--- src/rtl/cnt_slice_pkg.sv ---
// Shared types for the counter/shift slice.
// Assumes: the numeric code of each operation is fixed, because
// neighbouring slices and the controller drive it as a raw 3-bit value.
package cnt_slice_pkg;
    typedef enum logic [2:0] {
        OP_LOAD  = 3'b000,
        OP_INV   = 3'b001,
        OP_SHDN  = 3'b010,
        OP_SHUP  = 3'b011,
        OP_CDN   = 3'b100,
        OP_CLR   = 3'b101,
        OP_CUP   = 3'b110,
        OP_HOLD  = 3'b111
    } op_e;
endpackage

--- src/rtl/cnt_slice_next.sv ---
// Next-state logic: picks the register value for the next edge from the
// operation code. Assumes W >= 2. It is purely combinational.
module cnt_slice_next
    import cnt_slice_pkg::*;
#(
    parameter int W = 4
) (
    input  op_e          op,
    input  logic [W-1:0] cur,
    input  logic [W-1:0] preset,
    input  logic         cep_n,
    input  logic         cet_n,
    input  logic         sin_dn,
    output logic [W-1:0] nxt
);
    localparam logic [W-1:0] ONE = W'(1);

    logic [W-1:0] sh_up;
    logic [W-1:0] sh_dn;
    logic         step;

    // Shift networks: bit 0 enters from cet_n, the top bit enters from sin_dn.
    genvar i;
    for (i = 0; i < W; i++) begin : g_bit
        if (i == 0) begin : g_up_lo
            assign sh_up[i] = cet_n;
        end else begin : g_up_hi
            assign sh_up[i] = cur[i-1];
        end
        if (i == W-1) begin : g_dn_top
            assign sh_dn[i] = sin_dn;
        end else begin : g_dn_low
            assign sh_dn[i] = cur[i+1];
        end
    end

    // Counting is allowed only when both active-low enables are asserted.
    assign step = !cep_n && !cet_n;

    // Operation multiplexer.
    always_comb begin
        unique case (op)
            OP_LOAD: nxt = preset;
            OP_INV:  nxt = ~cur;
            OP_SHDN: nxt = sh_dn;
            OP_SHUP: nxt = sh_up;
            OP_CDN:  nxt = step ? cur - ONE : cur;
            OP_CLR:  nxt = '0;
            OP_CUP:  nxt = step ? cur + ONE : cur;
            default: nxt = cur;
        endcase
    end
endmodule

--- src/rtl/cnt_slice_tc.sv ---
// Terminal-count / cascade output. Combinational from the current value,
// the operation code and both serial inputs. It carries no register, so that
// a chain of slices ripples its enable within one cycle.
module cnt_slice_tc
    import cnt_slice_pkg::*;
#(
    parameter int W = 4
) (
    input  op_e          op,
    input  logic [W-1:0] cur,
    input  logic         cet_n,
    input  logic         sin_dn,
    output logic         tc_n
);
    logic at_top;
    logic at_zero;

    // Detect the terminal value for each count direction.
    assign at_top  = &cur;
    assign at_zero = ~|cur;

    // Select the terminal-count meaning for each operation.
    always_comb begin
        unique case (op)
            OP_LOAD: tc_n = 1'b0;
            OP_INV:  tc_n = 1'b0;
            OP_SHDN: tc_n = sin_dn;
            OP_SHUP: tc_n = cur[W-1];
            OP_CDN:  tc_n = cet_n || !at_zero;
            OP_CUP:  tc_n = cet_n || !at_top;
            default: tc_n = 1'b1;
        endcase
    end
endmodule

--- src/rtl/cnt_slice_reg.sv ---
// State register with an asynchronous active-high clear. The clear
// overrides the data input.
module cnt_slice_reg #(
    parameter int W = 4
) (
    input  logic         clk,
    input  logic         clr,
    input  logic [W-1:0] d,
    output logic [W-1:0] q
);
    // Capture the next value on the rising edge, or clear at once.
    always_ff @(posedge clk or posedge clr) begin
        if (clr) q <= '0;
        else     q <= d;
    end
endmodule

--- src/rtl/cnt_slice.sv ---
// Top of the counter/shift slice. Joins the next-state logic, the register
// and the terminal-count logic, and drives the true and complement outputs.
// Assumes W >= 2 and that mode is stable around the rising clock edge.
module cnt_slice
    import cnt_slice_pkg::*;
#(
    parameter int W = 4
) (
    input  logic         clk,
    input  logic         mreset,
    input  logic [2:0]   mode,
    input  logic [W-1:0] preset,
    input  logic         cep_n,
    input  logic         cet_sin_n,
    input  logic         sin_dn,
    output logic [W-1:0] q,
    output logic [W-1:0] q_n,
    output logic         tc_n
);
    localparam int SW = W;

    op_e          op;
    logic [SW-1:0] nxt;
    logic [SW-1:0] cur;

    // Give the raw operation code its type.
    assign op = op_e'(mode);

    cnt_slice_next #(.W(SW)) u_next (
        .op(op), .cur(cur), .preset(preset), .cep_n(cep_n),
        .cet_n(cet_sin_n), .sin_dn(sin_dn), .nxt(nxt)
    );

    cnt_slice_reg #(.W(SW)) u_reg (
        .clk(clk), .clr(mreset), .d(nxt), .q(cur)
    );

    cnt_slice_tc #(.W(SW)) u_tc (
        .op(op), .cur(cur), .cet_n(cet_sin_n), .sin_dn(sin_dn), .tc_n(tc_n)
    );

    // Drive the register value and its complement.
    assign q   = cur;
    assign q_n = ~cur;
endmodule

--- config.mk ---
export PLATFORM = sky130hd
export DESIGN_NAME = cnt_slice
export DESIGN_NICKNAME = d
export VERILOG_FILES = /design/src/rtl/cnt_slice_pkg.sv /design/src/rtl/cnt_slice_next.sv /design/src/rtl/cnt_slice_tc.sv /design/src/rtl/cnt_slice_reg.sv /design/src/rtl/cnt_slice.sv
export SDC_FILE = /design/constraint.sdc
export NUM_CORES = 1
export LEC_CHECK = 0
export ABC_AREA = 1
export BUFFER_PORTS_ARGS = -buffer_cell sky130_fd_sc_hd__buf_2
export CORE_AREA = 8 8 45 47
export DETAILED_ROUTE_END_ITERATION = 10
export DIE_AREA = 0 0 53 55
export PLACE_DENSITY = 0.73
export SLEW_MARGIN = 20
export SYNTH_ARGS = -nofsm -noshare
export SYNTH_HDL_FRONTEND = slang
export SYNTH_SLANG_ARGS = --single-unit
--- constraint.sdc ---
create_clock -name clk -period 2.8 [get_ports clk]
set_input_delay 0.28 -clock clk [delete_from_list [all_inputs] [get_ports clk]]
set_output_delay 0.28 -clock clk [all_outputs]
set_load 0.1 [all_outputs]
* After elaboration in Yosys (flattened, before gate mapping)
Cells that the tools add are included.
** Word-level totals
- Register bits :: 4
- Input bits :: 12
- Output and inout bits :: 9
** Cells by class
- $add $sub $neg :: 2
- Equality and inequality tests :: 8
- Muxes and demuxes :: 4
- Bitwise operators :: 1
- Reductions and logical operators :: 12
** Operators with widths (count)
- one-hot mux 4 bit (7 select lines) :: 1
- equality test 3 bit (second input constant) :: 3
- 2-to-1 mux 4 bit :: 2
- nonzero test 7 bit :: 1
- equality test 3 x 2 -> 1 bit (second input constant) :: 2
- one-hot mux 1 bit (5 select lines) :: 1
- adder 4 x 1 -> 4 bit (second input constant) :: 1
- inequality test 2 x 1 -> 1 bit (second input constant) :: 2
- NOT 4 bit :: 1
- AND reduction 4 bit :: 1
- OR reduction 4 bit :: 1
- subtractor 4 x 1 -> 4 bit (second input constant) :: 1
- equality test 3 x 1 -> 1 bit (second input constant) :: 1
- logical NOT 1 bit :: 3
- logical NOT 3 bit :: 1
- AND reduction 3 bit :: 1
- logical OR 1 bit :: 2
- OR reduction 2 bit :: 1
- logical AND 1 bit :: 1

* Logic depth before layout (Yosys ltp)
- Depth in word-level cells :: 4
- Mapped depth :: 11
- Gate-level depth less buffers :: 11

* By module
Synthesis repeated with hierarchy kept, for this count alone.
** Second synthesis, totals
- Cells, all modules :: 111
- Area, all modules :: 609.3 um2
** By module, submodules not included
- cnt_slice_next :: instances 1, cells each 82, area each 405.4 um2, sequential area each 0.0 um2
- cnt_slice_reg :: instances 1, cells each 5, area each 103.8 um2, sequential area each 100.1 um2
- cnt_slice_tc :: instances 1, cells each 20, area each 85.1 um2, sequential area each 0.0 um2
- cnt_slice :: instances 1, cells each 4, area each 15.0 um2, sequential area each 0.0 um2

* Worst setup path after synthesis
No wires, ideal clock.
- Path kind :: reg2out
- Start point :: register u_reg.q[3]
- End point :: output tc_n
- Data arrival time :: 2762 ps
- Path slack :: -242 ps
- Cell stages (with the launch flop) :: 7
- Path buffers :: 0
- Cell sequence :: dfrtp_1 > inv_1 > nand3_1 > o21ai_0 > nand3_1 > nand2_1 > nand2_1
** On the way
- Longest elaborated chain between the ends :: 4
** RTL lines
- start: declaration :: line cnt_slice_reg.sv:9 : output logic [W-1:0] q
- start signal: assignment :: line cnt_slice_reg.sv:13 : if (clr) q <= '0;
- start signal: assignment :: line cnt_slice_reg.sv:14 : else q <= d;
- AND reduction 4 bit :: line cnt_slice_tc.sv:19 : assign at_top = &cur;
- logical NOT 1 bit :: line cnt_slice_tc.sv:30 : OP_CUP: tc_n = cet_n || !at_top;
- logical OR 1 bit :: line cnt_slice_tc.sv:30
- one-hot mux 1 bit (5 select lines) * :: line cnt_slice_tc.sv:24 : unique case (op)
- end: declaration :: line cnt_slice.sv:18 : output logic tc_n
Every way passes the cells marked *; elsewhere a longest branch is shown, timed or not.

* Worst setup path after layout
Ends and elaborated chain as after synthesis.

==> results.json <==
{
  "synth_nets": 115,
  "start_kind": "flip-flop",
  "grt_pass1_vias": 609,
  "insertedDiodeCount": 0,
  "start_util": 0.436,
  "yosysMostFrequentCell": "nand2_1",
  "power_density_nw_per_um2": 764,
  "power.leakage_nw": 0.402,
  "clockRootBuffer": "clkbuf_4",
  "timing_worst_setup_path_type": "flip-flop to primary output",
  "htreeDepth": 1,
  "critical_path_arrival_ns": 1.58,
  "drt_iter0_markers": 21,
  "grt_max_degree": 10,
  "clkTransAtPathRegs_ns": 0.04,
  "power_switching_uw": 377,
  "synth-seq-area-share": 0.166,
  "rows": 14,
  "synth_edf_count": 0,
  "crit_fanout": 6,
  "multi_input_comb_area_um2": 445,
  "async_reset_ff_frac": 1.00,
  "port_buffers": 20,
  "status": "finished clean",
  "rsz0062_at_grt": "false",
  "ios": 21,
  "cp-end-kind": "primary output",
  "power_uw": 588,
  "netlist_top_cells_area": "nand2_1, dfrtp_1, nor2_1",
  "synth_cell_type_count": 22,
  "gp_congestion": 0.799,
  "cts_tree": "built",
  "syn_area_per_cell_um2": 6.03,
  "p_int_uw": 211,
  "reg.largest.list": "u_reg.q (4)",
  "p_comb_frac": 0.686,
  "regArea_um2": 104,
  "finalCritPeriodShare": 0.664,
  "core_area_um2": 1380,
  "vias": 696,
  "synth_common_cells": "nand2_1, nor2_1, inv_1",
  "die_area_um2": 2920,
  "nNetsFinal": 140,
  "cts_sinks": 4,
  "final_layout_size_suffix_gt1_frac": 0.331,
  "wl_um": 1640,
  "final_cells": 140,
  "synth_ff_type": "dfrtp_1",
  "largest_reg_flops": 4,
  "power_frac_seq": 0.175,
  "hold_violations": 0,
  "pwr-share-clk": 0.139,
  "die_w_um": 53,
  "n_fill_cell": 153,
  "avgRoutedWirePerCell_um": 11.7,
  "syn_to_final_growth_pct": 27.6,
  "drcViolationCount": 0,
  "synth_warnings": 0,
  "grt_pass1_wl_um": 2660,
  "swShare": 0.642,
  "die_h_um": 55,
  "min-delay-path-class": "input port to flip-flop",
  "clock_skew_ns": 0.00835,
  "grt.overflow.total": 0,
  "finish.utilization": 0.556,
  "dr.pass1.iters": 4,
  "grt_usage": 0.120,
  "worst_pin_slew_ns": 0.490,
  "whs_ns": 0.375,
  "dp.cells": 135,
  "clkLatencyLatePin_ns": 0.24,
  "drv_slew": 0,
  "max-clock-path-buffers": 2,
  "dpl.hpwl_um": 1330,
  "yosysTopAreaCellShare": 0.174,
  "clock.fmax_ghz": 0.538,
  "finalSetupTns_ns": 0,
  "syn_area_um2": 603,
  "synth_largest_area_cell": "nand2_1",
  "cap_violations": 0,
  "regMostFlops": "u_reg.q",
  "period_minus_slack_ns": 1.86,
  "synthCells": 100,
  "relSlewSlack": 0.676,
  "ant_nets": 0,
  "peakVddDrop_mv": 0.275,
  "cts_buffers": 3,
  "critPathRequiredTime_ns": 2.52,
  "setup_violations": 0,
  "antenna_found_initial": 0,
  "synth_seq_cells": 4,
  "via_per_inst": 4.97
}
==> power groups by stage <==
stage	sequential, mW	clock (mW)	combinational (mW)
6_report	0.103	0.0816	0.403
5_1_grt	0.107	0.0869	0.433
4_1_cts	0.104	0.0830	0.406
3_5_place_dp	0.105	0	0.403
3_3_place_gp	0.104	0	0.400
2_1_floorplan	0.193	0	0.240
==> stage by stage <==
step	worst slack (ns)	cell area, um2
after floorplan	0.0963	618
after global placement	1.12	733
after detailed placement	1.09	733
after CTS	0.939	769
after global routing	0.823	769
final	0.941	769
==> routing by layer <==
layer	part of all wire	up-vias	GRT usage
li1	-	371	-
met1	0.42	311	0.138
met2	0.53	11	0.205
met3	0.032	3	0.0160
met4	0.014	0	0.0776
met5	0	-	0
==> path summary, 6_finish.rpt <==
path | from | to | slack, ns | cells after the start
worst max-delay path | u_reg.q[3] | tc_n | 0.94 | 7
worst min-delay path | preset[0] | u_reg.q[0] | 0.38 | 5
worst max register to register | u_reg.q[0] | u_reg.q[2] | 1.18 | 9
worst min register to register | u_reg.q[1] | u_reg.q[1] | 0.59 | 2
max in group asynchronous | mreset | u_reg.q[1] | 2.17 | 3
min in group asynchronous | mreset | u_reg.q[0] | 0.45 | 3
==> layout by cell type (no fill, tap or decap), drive strengths merged <==
cell	instances
nand2	30
nor2	22
buf	20
nand3	12
inv	11
nand4	5
o21ai	5
clkbuf	4
dfrtp	4
clkinvlp	3
ha	2
o22ai	1
xnor2	1
nor3	1
o21a	1
fa	1
dlygate4sd3	1
==> layout make-up <==
| class | count | area share |
|---|---|---|
| Inverter | 14 | 0.0829 |
| Clock buffer | 4 | 0.0341 |
| Sequential cell | 4 | 0.135 |
| Timing Repair Buffer | 21 | 0.143 |
| Multi-Input combinational cell | 81 | 0.579 |
| Tap cell | 16 | 0.0260 |
==> worst max-delay path: stages (launching register included) <==
cell,delay (ns)
dfrtp_2,0.42
clkinvlp_4,0.16
nand3_1,0.10
o21ai_0,0.08
nand3_1,0.07
nand2_1,0.05
nand2_1,0.05
buf_2,0.42
==> kinds of logic after synthesis <==
group / synth area share
and+or+nand+nor: 0.554
buffers and inverters: 0.0954
AOI/OAI and AO/OA: 0.0955
DFF: 0.166
adders and majority gates: 0.0747
xor gates and xnor gates: 0.0145
==> timing repair <==
item,in CTS,in global routing
hold buffers,1,0
setup buffers,0,0
hold endpoints to repair,4,0
resized for setup,0,0
setup endpoints to repair,0,0
Power figures use the tool's default switching activity.
